### src/rtl/tlb_pkg.sv
package tlb_pkg;

  localparam int VA_W       = 32;
  localparam int OFF_W      = 12;
  localparam int HUGE_OFF_W = 21;
  localparam int VPN_W      = VA_W - OFF_W;
  localparam int PFN_W      = 20;
  localparam int ASID_W     = 8;
  localparam int HP_LO      = HUGE_OFF_W - OFF_W;

  typedef enum logic [1:0] {
    ACC_RD = 2'd0,
    ACC_WR = 2'd1,
    ACC_EX = 2'd2,
    ACC_NA = 2'd3
  } acc_e;

  typedef struct packed {
    logic              vld;
    logic              glb;
    logic              huge;
    logic              pr;
    logic              pw;
    logic              px;
    logic [ASID_W-1:0] asid;
    logic [VPN_W-1:0]  vpn;
    logic [PFN_W-1:0]  pfn;
  } tlb_ent_t;

  // page-number comparison at the entry's granularity
  function automatic logic vpn_eq(input logic huge,
                                  input logic [VPN_W-1:0] a,
                                  input logic [VPN_W-1:0] b);
    if (huge) return a[VPN_W-1:HP_LO] == b[VPN_W-1:HP_LO];
    return a == b;
  endfunction

  function automatic logic tag_hit(input tlb_ent_t e,
                                   input logic [VPN_W-1:0] vpn,
                                   input logic [ASID_W-1:0] asid);
    return e.vld && vpn_eq(e.huge, e.vpn, vpn) && (e.glb || (e.asid == asid));
  endfunction

  function automatic logic same_key(input tlb_ent_t e,
                                    input logic [VPN_W-1:0] vpn,
                                    input logic [ASID_W-1:0] asid,
                                    input logic huge);
    return e.vld && (e.huge == huge) && (e.asid == asid) && vpn_eq(huge, e.vpn, vpn);
  endfunction

  function automatic logic [VA_W-1:0] xlate(input tlb_ent_t e,
                                            input logic [VA_W-1:0] va);
    if (e.huge) return {e.pfn[PFN_W-1:HP_LO], va[HUGE_OFF_W-1:0]};
    return {e.pfn, va[OFF_W-1:0]};
  endfunction

  function automatic logic perm_ok(input tlb_ent_t e, input logic [1:0] acc);
    case (acc)
      ACC_RD:  return e.pr;
      ACC_WR:  return e.pw;
      ACC_EX:  return e.px;
      default: return 1'b0;
    endcase
  endfunction

endpackage

### src/rtl/tlb_match.sv
module tlb_match
  import tlb_pkg::*;
#(
  parameter int ENTRIES = 8
) (
  input  tlb_ent_t [ENTRIES-1:0] ents,
  input  logic [VPN_W-1:0]       vpn,
  input  logic [ASID_W-1:0]      asid,
  output logic [ENTRIES-1:0]     small_vec,
  output logic [ENTRIES-1:0]     huge_vec
);

  for (genvar i = 0; i < ENTRIES; i++) begin : g_cmp
    logic m;
    assign m            = tag_hit(ents[i], vpn, asid);
    assign small_vec[i] = m && !ents[i].huge;
    assign huge_vec[i]  = m &&  ents[i].huge;
  end

endmodule

### src/rtl/tlb_pick.sv
module tlb_pick #(
  parameter int ENTRIES = 8,
  localparam int IDX_W  = (ENTRIES > 1) ? $clog2(ENTRIES) : 1
) (
  input  logic [ENTRIES-1:0] small_vec,
  input  logic [ENTRIES-1:0] huge_vec,
  output logic               any,
  output logic               is_huge,
  output logic [IDX_W-1:0]   idx
);

  logic [IDX_W-1:0] s_idx, h_idx;

  always_comb begin
    s_idx = '0;
    h_idx = '0;
    for (int i = ENTRIES - 1; i >= 0; i--) begin
      if (small_vec[i]) s_idx = IDX_W'(i);
      if (huge_vec[i])  h_idx = IDX_W'(i);
    end
  end

  // a 4 KB match takes precedence over any 2 MB match
  assign any     = (|small_vec) || (|huge_vec);
  assign is_huge = !(|small_vec) && (|huge_vec);
  assign idx     = (|small_vec) ? s_idx : h_idx;

endmodule

### src/rtl/tlb_victim.sv
module tlb_victim
  import tlb_pkg::*;
#(
  parameter int ENTRIES = 8,
  localparam int IDX_W  = (ENTRIES > 1) ? $clog2(ENTRIES) : 1
) (
  input  logic                   clk,
  input  logic                   rst_n,
  input  tlb_ent_t [ENTRIES-1:0] ents,
  input  logic                   fill_en,
  input  logic                   flush_all,
  input  logic [VPN_W-1:0]       fill_vpn,
  input  logic [ASID_W-1:0]      fill_asid,
  input  logic                   fill_huge,
  output logic [IDX_W-1:0]       slot,
  output logic [IDX_W-1:0]       rr_ptr,
  output logic                   rr_adv
);

  logic [ENTRIES-1:0] dup_vec, free_vec;
  logic [IDX_W-1:0]   dup_idx, free_idx;

  for (genvar i = 0; i < ENTRIES; i++) begin : g_scan
    assign dup_vec[i]  = same_key(ents[i], fill_vpn, fill_asid, fill_huge);
    assign free_vec[i] = !ents[i].vld;
  end

  always_comb begin
    dup_idx  = '0;
    free_idx = '0;
    for (int i = ENTRIES - 1; i >= 0; i--) begin
      if (dup_vec[i])  dup_idx  = IDX_W'(i);
      if (free_vec[i]) free_idx = IDX_W'(i);
    end
  end

  always_comb begin
    if (|dup_vec)       slot = dup_idx;
    else if (|free_vec) slot = free_idx;
    else                slot = rr_ptr;
  end

  assign rr_adv = fill_en && !flush_all && !(|dup_vec) && !(|free_vec);

  always_ff @(posedge clk) begin
    if (!rst_n)
      rr_ptr <= '0;
    else if (rr_adv)
      rr_ptr <= (rr_ptr == IDX_W'(ENTRIES - 1)) ? '0 : rr_ptr + 1'b1;
  end

endmodule

### src/rtl/tlb_asid.sv
module tlb_asid
  import tlb_pkg::*;
#(
  parameter int ENTRIES = 8,
  localparam int IDX_W  = (ENTRIES > 1) ? $clog2(ENTRIES) : 1
) (
  input  logic              clk,
  input  logic              rst_n,
  input  logic [VA_W-1:0]   lk_vaddr,
  input  logic [ASID_W-1:0] lk_asid,
  input  logic [1:0]        lk_acc,
  output logic              lk_hit,
  output logic              lk_fault,
  output logic [VA_W-1:0]   lk_paddr,
  input  logic              fill_en,
  input  logic [VPN_W-1:0]  fill_vpn,
  input  logic [PFN_W-1:0]  fill_pfn,
  input  logic [ASID_W-1:0] fill_asid,
  input  logic              fill_huge,
  input  logic              fill_glob,
  input  logic              fill_r,
  input  logic              fill_w,
  input  logic              fill_x,
  input  logic              flush_all,
  input  logic              flush_asid_en,
  input  logic [ASID_W-1:0] flush_asid
);

  tlb_ent_t [ENTRIES-1:0] ents;
  logic [ENTRIES-1:0]     valid_vec;
  logic [ENTRIES-1:0]     small_vec, huge_vec;
  logic                   sel_any, sel_huge;
  logic [IDX_W-1:0]       sel_idx;
  logic [IDX_W-1:0]       fill_slot, rr_ptr;
  logic                   rr_adv;
  logic                   perm_pass;
  tlb_ent_t               sel_ent, new_ent;

  for (genvar i = 0; i < ENTRIES; i++) begin : g_vld
    assign valid_vec[i] = ents[i].vld;
  end

  tlb_match #(.ENTRIES(ENTRIES)) u_match (
    .ents      (ents),
    .vpn       (lk_vaddr[VA_W-1:OFF_W]),
    .asid      (lk_asid),
    .small_vec (small_vec),
    .huge_vec  (huge_vec)
  );

  tlb_pick #(.ENTRIES(ENTRIES)) u_pick (
    .small_vec (small_vec),
    .huge_vec  (huge_vec),
    .any       (sel_any),
    .is_huge   (sel_huge),
    .idx       (sel_idx)
  );

  tlb_victim #(.ENTRIES(ENTRIES)) u_victim (
    .clk       (clk),
    .rst_n     (rst_n),
    .ents      (ents),
    .fill_en   (fill_en),
    .flush_all (flush_all),
    .fill_vpn  (fill_vpn),
    .fill_asid (fill_asid),
    .fill_huge (fill_huge),
    .slot      (fill_slot),
    .rr_ptr    (rr_ptr),
    .rr_adv    (rr_adv)
  );

  assign sel_ent   = ents[sel_idx];
  assign perm_pass = perm_ok(sel_ent, lk_acc);
  assign lk_hit    = sel_any && perm_pass;
  assign lk_fault  = sel_any && !perm_pass;
  assign lk_paddr  = lk_hit ? xlate(sel_ent, lk_vaddr) : '0;

  always_comb begin
    new_ent      = '0;
    new_ent.vld  = 1'b1;
    new_ent.glb  = fill_glob;
    new_ent.huge = fill_huge;
    new_ent.pr   = fill_r;
    new_ent.pw   = fill_w;
    new_ent.px   = fill_x;
    new_ent.asid = fill_asid;
    new_ent.vpn  = fill_vpn;
    new_ent.pfn  = fill_pfn;
  end

  always_ff @(posedge clk) begin
    if (!rst_n) begin
      ents <= '0;
    end else if (flush_all) begin
      for (int i = 0; i < ENTRIES; i++) ents[i].vld <= 1'b0;
    end else begin
      for (int i = 0; i < ENTRIES; i++)
        if (flush_asid_en && !ents[i].glb && ents[i].asid == flush_asid)
          ents[i].vld <= 1'b0;
      if (fill_en) ents[fill_slot] <= new_ent;
    end
  end

endmodule

### config.mk
export PLATFORM = sky130hd
export DESIGN_NAME = tlb_asid
export DESIGN_NICKNAME = d
export VERILOG_FILES = /design/src/rtl/tlb_pkg.sv /design/src/rtl/tlb_match.sv /design/src/rtl/tlb_pick.sv /design/src/rtl/tlb_victim.sv /design/src/rtl/tlb_asid.sv
export SDC_FILE = /design/constraint.sdc
export NUM_CORES = 2
export LEC_CHECK = 0
export CORE_MARGIN = 8
export CORE_UTILIZATION = 33
export DETAILED_ROUTE_END_ITERATION = 8
export PLACE_DENSITY_LB_ADDON = 0.3
export SYNTH_ARGS = -nofsm -noshare
export SYNTH_HDL_FRONTEND = slang
export SYNTH_HIERARCHICAL = 1
export SYNTH_SLANG_ARGS = --single-unit
### constraint.sdc
create_clock -name clk -period 11.1 [get_ports clk]
set_clock_uncertainty 0.2 [all_clocks]
set_input_delay 2.22 -clock clk [delete_from_list [all_inputs] [get_ports clk]]
set_output_delay 2.22 -clock clk [all_outputs]
set_load 0.02 [all_outputs]
# After elaboration in Yosys (flattened, before gate mapping)
# Index checks and enable logic that the tools add are counted.
[op_classes] n_eq_ne=67 n_addsub=1 reduce_logical=122 bitwise=2 order_cmp=3 n_mux=112
[ops] operator="$bwmux 432" n=1
[ops] operator="$mux 432" n=1
[ops] operator="$eq 20x20->1" n=16
[ops] operator="$eq 8x8->1" n=24
[ops] operator="$eq 11x11->1" n=16
[ops] operator="$bmux 54 s3" n=1
[ops] operator="$demux 54 s3" n=1
[ops] operator="$mux 3" n=36
[ops] operator="$mux 32" n=3
[ops] operator="$logic_and 1x1->1" n=78
[ops] operator="$mux 1" n=66
[ops] operator="$mux 54" n=1
[ops] operator="$mux 52" n=1
[ops] operator="$reduce_or 8->1" n=4
[ops] operator="$logic_not 1->1" n=28
[ops] operator="$logic_or 1x1->1" n=9
[ops] operator="$eq 1x1->1" n=8
[ops] operator="$lt 3x4->1 const B" n=2
[ops] operator="$add 3x1->3 const B" n=1
[ops] operator="$eq 3x3->1 const B" n=1
[ops] operator="$ge 3x1->1 const B" n=1
[ops] operator="$pmux 1 s3" n=1
[ops] operator="$eq 2x1->1 const B" n=1
[ops] operator="$eq 2x2->1 const B" n=1
[ops] operator="4 further kinds" n=5
[word_totals] word_cells=380 ff_bits=435 inputBits=108 output_inout_bits=34

# Longest topological paths before layout
[depth] word_depth=20 depth_mapped=17 mapped_depth_nobuf=13

# Hierarchy
# Netlist, hierarchy kept.
[by_module_without_submodules] mod="tlb_asid" seq_area_each_um2=8648.3 area_per_inst_um2=18805.5 cells_per_inst=2198 n_inst=1
[by_module_without_submodules] mod="tlb_victim" seq_area_each_um2=60.1 area_per_inst_um2=3099.2 cells_per_inst=398 n_inst=1
[by_module_without_submodules] mod="tlb_match" seq_area_each_um2=0.0 area_per_inst_um2=2936.6 cells_per_inst=348 n_inst=1
[by_module_without_submodules] mod="tlb_pick" seq_area_each_um2=0.0 area_per_inst_um2=181.4 cells_per_inst=29 n_inst=1

# Worst setup path after synthesis
# OpenSTA, ideal clock, no wires.
[synth_path] kind="input to output" start="in lk_vaddr[23]" end="out lk_paddr[12]" n_path_buf=3 t_arrival_ns=5.578 setup_slack_ns=3.102 path_stages=14 required_ns=8.680 cell_sequence="buf_6 -> xnor2_1 -> nand4_1 -> or3_4 -> nor3b_2 -> a21oi_1 -> o31a_1 -> o32ai_1 -> buf_6 -> buf_6 -> mux4_2 -> mux2i_4 -> nor2_1 -> a211oi_1"
[synth_between] elab_cells_between_ends=91 classes_between="eq/ne: 16; mux: 39; reduce/logical: 36"
[synth_lines] item="start: declaration" line="tlb_asid.sv:9" source="input logic [VA_W-1:0] lk_vaddr,"
[synth_lines] item="$eq 11x11->1" line="tlb_pkg.sv:34" source="if (huge) return a[VPN_W-1:HP_LO] == b[VPN_W-1:HP_LO];"
[synth_lines] item="$mux 1" line="tlb_pkg.sv:34"
[synth_lines] item="$mux 1 (*)" line="tlb_pkg.sv:35" source="return a == b;"
[synth_lines] item="$logic_and 1x1->1 (*) (2 in series)" line="tlb_pkg.sv:41" source="return e.vld && vpn_eq(e.huge, e.vpn, vpn) && (e.glb || (e.asid == asid));"
[synth_lines] item="$logic_and 1x1->1 (*)" line="tlb_match.sv:17" source="assign huge_vec[i] = m && ents[i].huge;"
[synth_lines] item="named net huge_vec[5]" line="tlb_asid.sv:31" source="logic [ENTRIES-1:0] small_vec, huge_vec;"
[synth_lines] item="$mux 3 (*) (6 in series)" line="tlb_pick.sv:19" source="if (huge_vec[i]) h_idx = IDX_W'(i);"
[synth_lines] item="$mux 3 (*)" line="tlb_pick.sv:26" source="assign idx = (|small_vec) ? s_idx : h_idx;"
[synth_lines] item="named net sel_idx[0]" line="tlb_asid.sv:33" source="logic [IDX_W-1:0] sel_idx;"
[synth_lines] item="$bmux 54 s3 (*)" line="tlb_asid.sv:73" source="assign sel_ent = ents[sel_idx];"
[synth_lines] item="$mux 52 (implied by the code) (*)" line="tlb_asid.sv:73"
[synth_lines] item="$pmux 1 s3 / $mux 1 (equally long branches)" line="tlb_pkg.sv:58, tlb_pkg.sv:53"
[synth_lines] item="$logic_and 1x1->1 / $mux 32 (equally long branches)" line="tlb_asid.sv:75, tlb_pkg.sv:54"
[synth_lines] item="$mux 32 (*)" line="tlb_asid.sv:77" source="assign lk_paddr = lk_hit ? xlate(sel_ent, lk_vaddr) : '0;"
[synth_lines] item="end: declaration" line="tlb_asid.sv:14" source="output logic [VA_W-1:0] lk_paddr,"
# Mark *: on every way through the listed nets, which the timed path passes. The rest lies on a longest branch. The select of a mux whose other input is x is not followed.

# Worst setup path in the final report
[layout_path] start="in lk_asid[3]" end="out lk_paddr[21]"
[layout_between] elab_cells_between_ends=68 classes_between="eq/ne: 8; mux: 24; reduce/logical: 36"
[layout_lines] item="start: declaration" line="tlb_asid.sv:10" source="input logic [ASID_W-1:0] lk_asid,"
[layout_lines] item="$eq 8x8->1 (*)" line="tlb_pkg.sv:41"
[layout_lines] item="$logic_or 1x1->1 (*)" line="tlb_pkg.sv:41"
[layout_lines] item="$logic_and 1x1->1 (*)" line="tlb_pkg.sv:41"
[layout_lines] item="$logic_and 1x1->1 (*)" line="tlb_match.sv:17"
[layout_lines] item="named net huge_vec[5]" line="tlb_asid.sv:31"
[layout_lines] item="$mux 3 (*) (6 in series)" line="tlb_pick.sv:19"
[layout_lines] item="$mux 3 (*)" line="tlb_pick.sv:26"
[layout_lines] item="named net sel_idx[0]" line="tlb_asid.sv:33"
[layout_lines] item="$bmux 54 s3 (*)" line="tlb_asid.sv:73"
[layout_lines] item="$mux 52 (implied by the code) (*)" line="tlb_asid.sv:73"
[layout_lines] item="$pmux 1 s3 (tied with other cells)" line="tlb_pkg.sv:58" source="case (acc)"
[layout_lines] item="$logic_and 1x1->1 / $mux 32 (equally long branches)" line="tlb_asid.sv:75, tlb_pkg.sv:54"
[layout_lines] item="$mux 32 (*)" line="tlb_asid.sv:77"
# Marks and branches as above.

==> reports/summary.md <==
* **run status** finished clean
* **antenna violations before repair** 6
* **post-placement cell area** 0.0266 mm2
* **Synth Cell Area** 0.0250 mm2
* **Syn Nets** 3082
* **detailed-route wire length** 86.0 mm
* **sum of net half-perimeters after detailed placement** 56.0 mm
* **final critical-path required period** 10.04 ns
* **category of the worst setup path launch point** primary input
* **Post-Synthesis Cells** 2972
* **average cell area after synthesis** 8.42 um2
* **via count of the first global-routing pass** 19910
* **Post-CTS Resized** 0
* **clk sinks** 435
* **Clock power frac** 47.4%
* **hold path cells** 2
* **final net count** 3055
* **CP Data Required Time** 8.68 ns
* **setup repair after global routing missed its margin** no
* **Leakage** 0.00935 uW
* **overall power** 3640 uW
* **ratio of cells with drive above 1 in the final layout** 7.84%
* **FMAX** 99.6 MHz
* **postcts setup bufs** 0
* **1st-pass router iterations** 7
* **detailed-route via count** 20627
* **area growth from synthesis to layout** 13.2%
* **type of the most critical hold path** reg -> reg
* **worst stage delay on the critical path** 0.68 ns
* **Comb pwr share** 9.0%
* **number of buffers and inverters on the critical path** 4
* **Slew HR** 19.5%
* **sequential share of power** 43.5%
* **number of synthesis warnings** 6
* **routed len/inst** 21.7 um
* **pin count of the biggest net entering global routing** 146
* **switching fraction of total power** 25.7%
* **die outline height** 291 um
* **worst supply voltage drop on vdd** 91.8 uV
* **TritonCTS clock tree** yes
* **Max Transition Viols Final** 0
* **critical-path cell with the highest stage delay** sky130_fd_sc_hd__clkdlybuf4s50_1
* **Worst Setup Path Type** in -> out
* **chain of cells forming the critical path** clkdlybuf4s50_1, xor2_1, nor4_1, a21oi_1, nor3b_2, a21oi_1, o31a_1, o32ai_4, buf_4, buf_4, mux4_2, mux2i_1, nor2_1, clkdlybuf4s50_1
* **number of buffers created by CTS** 51
* **number of design rule violations left after detail routing** 0
* **GRT overflow** 0
* **Layout fillers** 7568
* **total core area** 0.0754 mm2
* **global-route wire length before repair** 129 mm
* **final RePlAce weighted congestion** 0.915
* **initial core utilization** 33.2%
* **Via density** 5.20
* **port bufs** 141
* **dominant delay contributor by cell family on the critical path** buffers and inverters
* **full die area** 0.0849 mm2
* **power density over the cells** 129 mW/mm2
* **largest fanout on the critical path** 22
* **kind of end point of the critical path** primary output
* **Switching Power** 935 uW
* **period utilisation layout** 90.5%
* **number of design-rule violations left by the first detailed-router iteration** 1821
* **cell depth of the worst setup path** 14
* **internal power of the cells** 2710 uW
* **CTS root buf** sky130_fd_sc_hd__clkbuf_16
* **path depth of the worst reg2reg path** 12
* **top-level I/O count** 142
* **count of max-cap constraint violations** 0
* **Hold Buf Count CTS** 0
* **Cell Count Post-Placement** 3870
* **clock transition at the register clock pins on the worst setup and hold paths after CTS** 0.06 ns
* **number of H-tree levels** 2
* **slew at the pin closest to its max-slew limit** 1.20 ns
* **clock latency reported for the late side of the worst-skew pair** 0.63 ns
* **final setup violating endpoints** 0
* **Non-Filler Instances** 3963
* **largest buffer count on any clock path** 3
* **global routing usage summed across all routing layers** 19.5%
* **count of antenna-violating nets left after detailed routing** 0
* **arrival time of data at the critical path endpoint** 7.62 ns
* **final instance area** 0.0283 mm2
* **count of standard-cell rows** 101
* **Hold Fails Final Rpt** 0
* **horizontal die dimension** 291 um
* **final standard cell utilization of the core** 37.5%
* **sum of negative setup slack** 0 ns
## cells in the final DEF (no fill, tap or decap), types with 9 or more instances in the layout
cell and count:
sky130_fd_sc_hd__nor3_1 22, sky130_fd_sc_hd__dfxtp_1 435, sky130_fd_sc_hd__clkinv_2 10, sky130_fd_sc_hd__nor3_2 10
sky130_fd_sc_hd__xor2_1 331, sky130_fd_sc_hd__a21boi_0 427, sky130_fd_sc_hd__nand4_1 53, sky130_fd_sc_hd__nand2_1 867
sky130_fd_sc_hd__mux2i_1 26, sky130_fd_sc_hd__xnor2_1 189, sky130_fd_sc_hd__nand3_1 14, sky130_fd_sc_hd__nor4_1 67
sky130_fd_sc_hd__clkbuf_8 12, sky130_fd_sc_hd__a21oi_1 23, sky130_fd_sc_hd__inv_1 9, sky130_fd_sc_hd__buf_4 50
sky130_fd_sc_hd__clkdlybuf4s50_1 140, sky130_fd_sc_hd__nor2_1 35, sky130_fd_sc_hd__nor2b_1 17, sky130_fd_sc_hd__or4_1 10
sky130_fd_sc_hd__clkbuf_16 51, sky130_fd_sc_hd__mux4_2 42, sky130_fd_sc_hd__clkbuf_1 11
## per-layer routing
| metal | global-route usage (%) | vias to the layer above | wire [um] |
|---|---|---|---|
| li1 | - | 9762 | - |
| met1 | 26.1 | 10003 | 38700 |
| met2 | 31.2 | 693 | 38800 |
| met3 | 3.43 | 165 | 5170 |
| met4 | 7.00 | 4 | 3220 |
| met5 | 0 | - | 27 |
## power groups by stage
| stage | clock [uW] | combinational [uW] | sequential (uW) |
|---|---|---|---|
| 6_report | 1730 | 329 | 1590 |
| 5_1_grt | 1830 | 347 | 1590 |
| 4_1_cts | 1750 | 326 | 1590 |
| 3_5_place_dp | 0 | 324 | 1620 |
| 3_3_place_gp | 0 | 324 | 1620 |
| 2_1_floorplan | 0 | 224 | 1620 |
## metrics by stage
| step | hold WS (ns) | setup slack (ns) |
|---|---|---|
| 2_1_floorplan | 0.239 | 3.10 |
| 3_3_place_gp | 0.249 | 1.10 |
| 3_5_place_dp | 0.258 | 1.09 |
| 4_1_cts | 0.266 | 1.09 |
| 5_1_grt | 0.284 | 0.727 |
| 6_report | 0.262 | 1.06 |
## worst min-delay path: cells and delay by family, from the launching register on
kind             cells  cell delay [ns]
AND/OR/NAND/NOR      1             0.04
flip-flops           1             0.30
AO/OA/AOI/OAI        1             0.06
## path summary, 6_finish.rpt
kind              startpoint            to  slack, ns
setup reg to reg   flip-flop     flip-flop       5.67
setup / recovery  lk_asid[3]  lk_paddr[21]       1.06
hold / removal     flip-flop     flip-flop       0.26
hold reg to reg    flip-flop     flip-flop       0.26
## final cells by class
| cell class | count | area (um2) | area share [%] |
|---|---|---|---|
| Sequential cell | 435 | 8710 | 30.7 |
| Clock inverter | 18 | 246 | 0.870 |
| Clock buffer | 74 | 1480 | 5.23 |
| Multi-Input combinational cell | 2257 | 14800 | 52.4 |
| Inverter | 9 | 33.8 | 0.119 |
| Antenna cell | 1 | 2.50 | 0.00883 |
| Tap cell | 978 | 1220 | 4.32 |
| Timing Repair Buffer | 191 | 1790 | 6.33 |
Note: power is estimated with default switching activity, not from simulation.
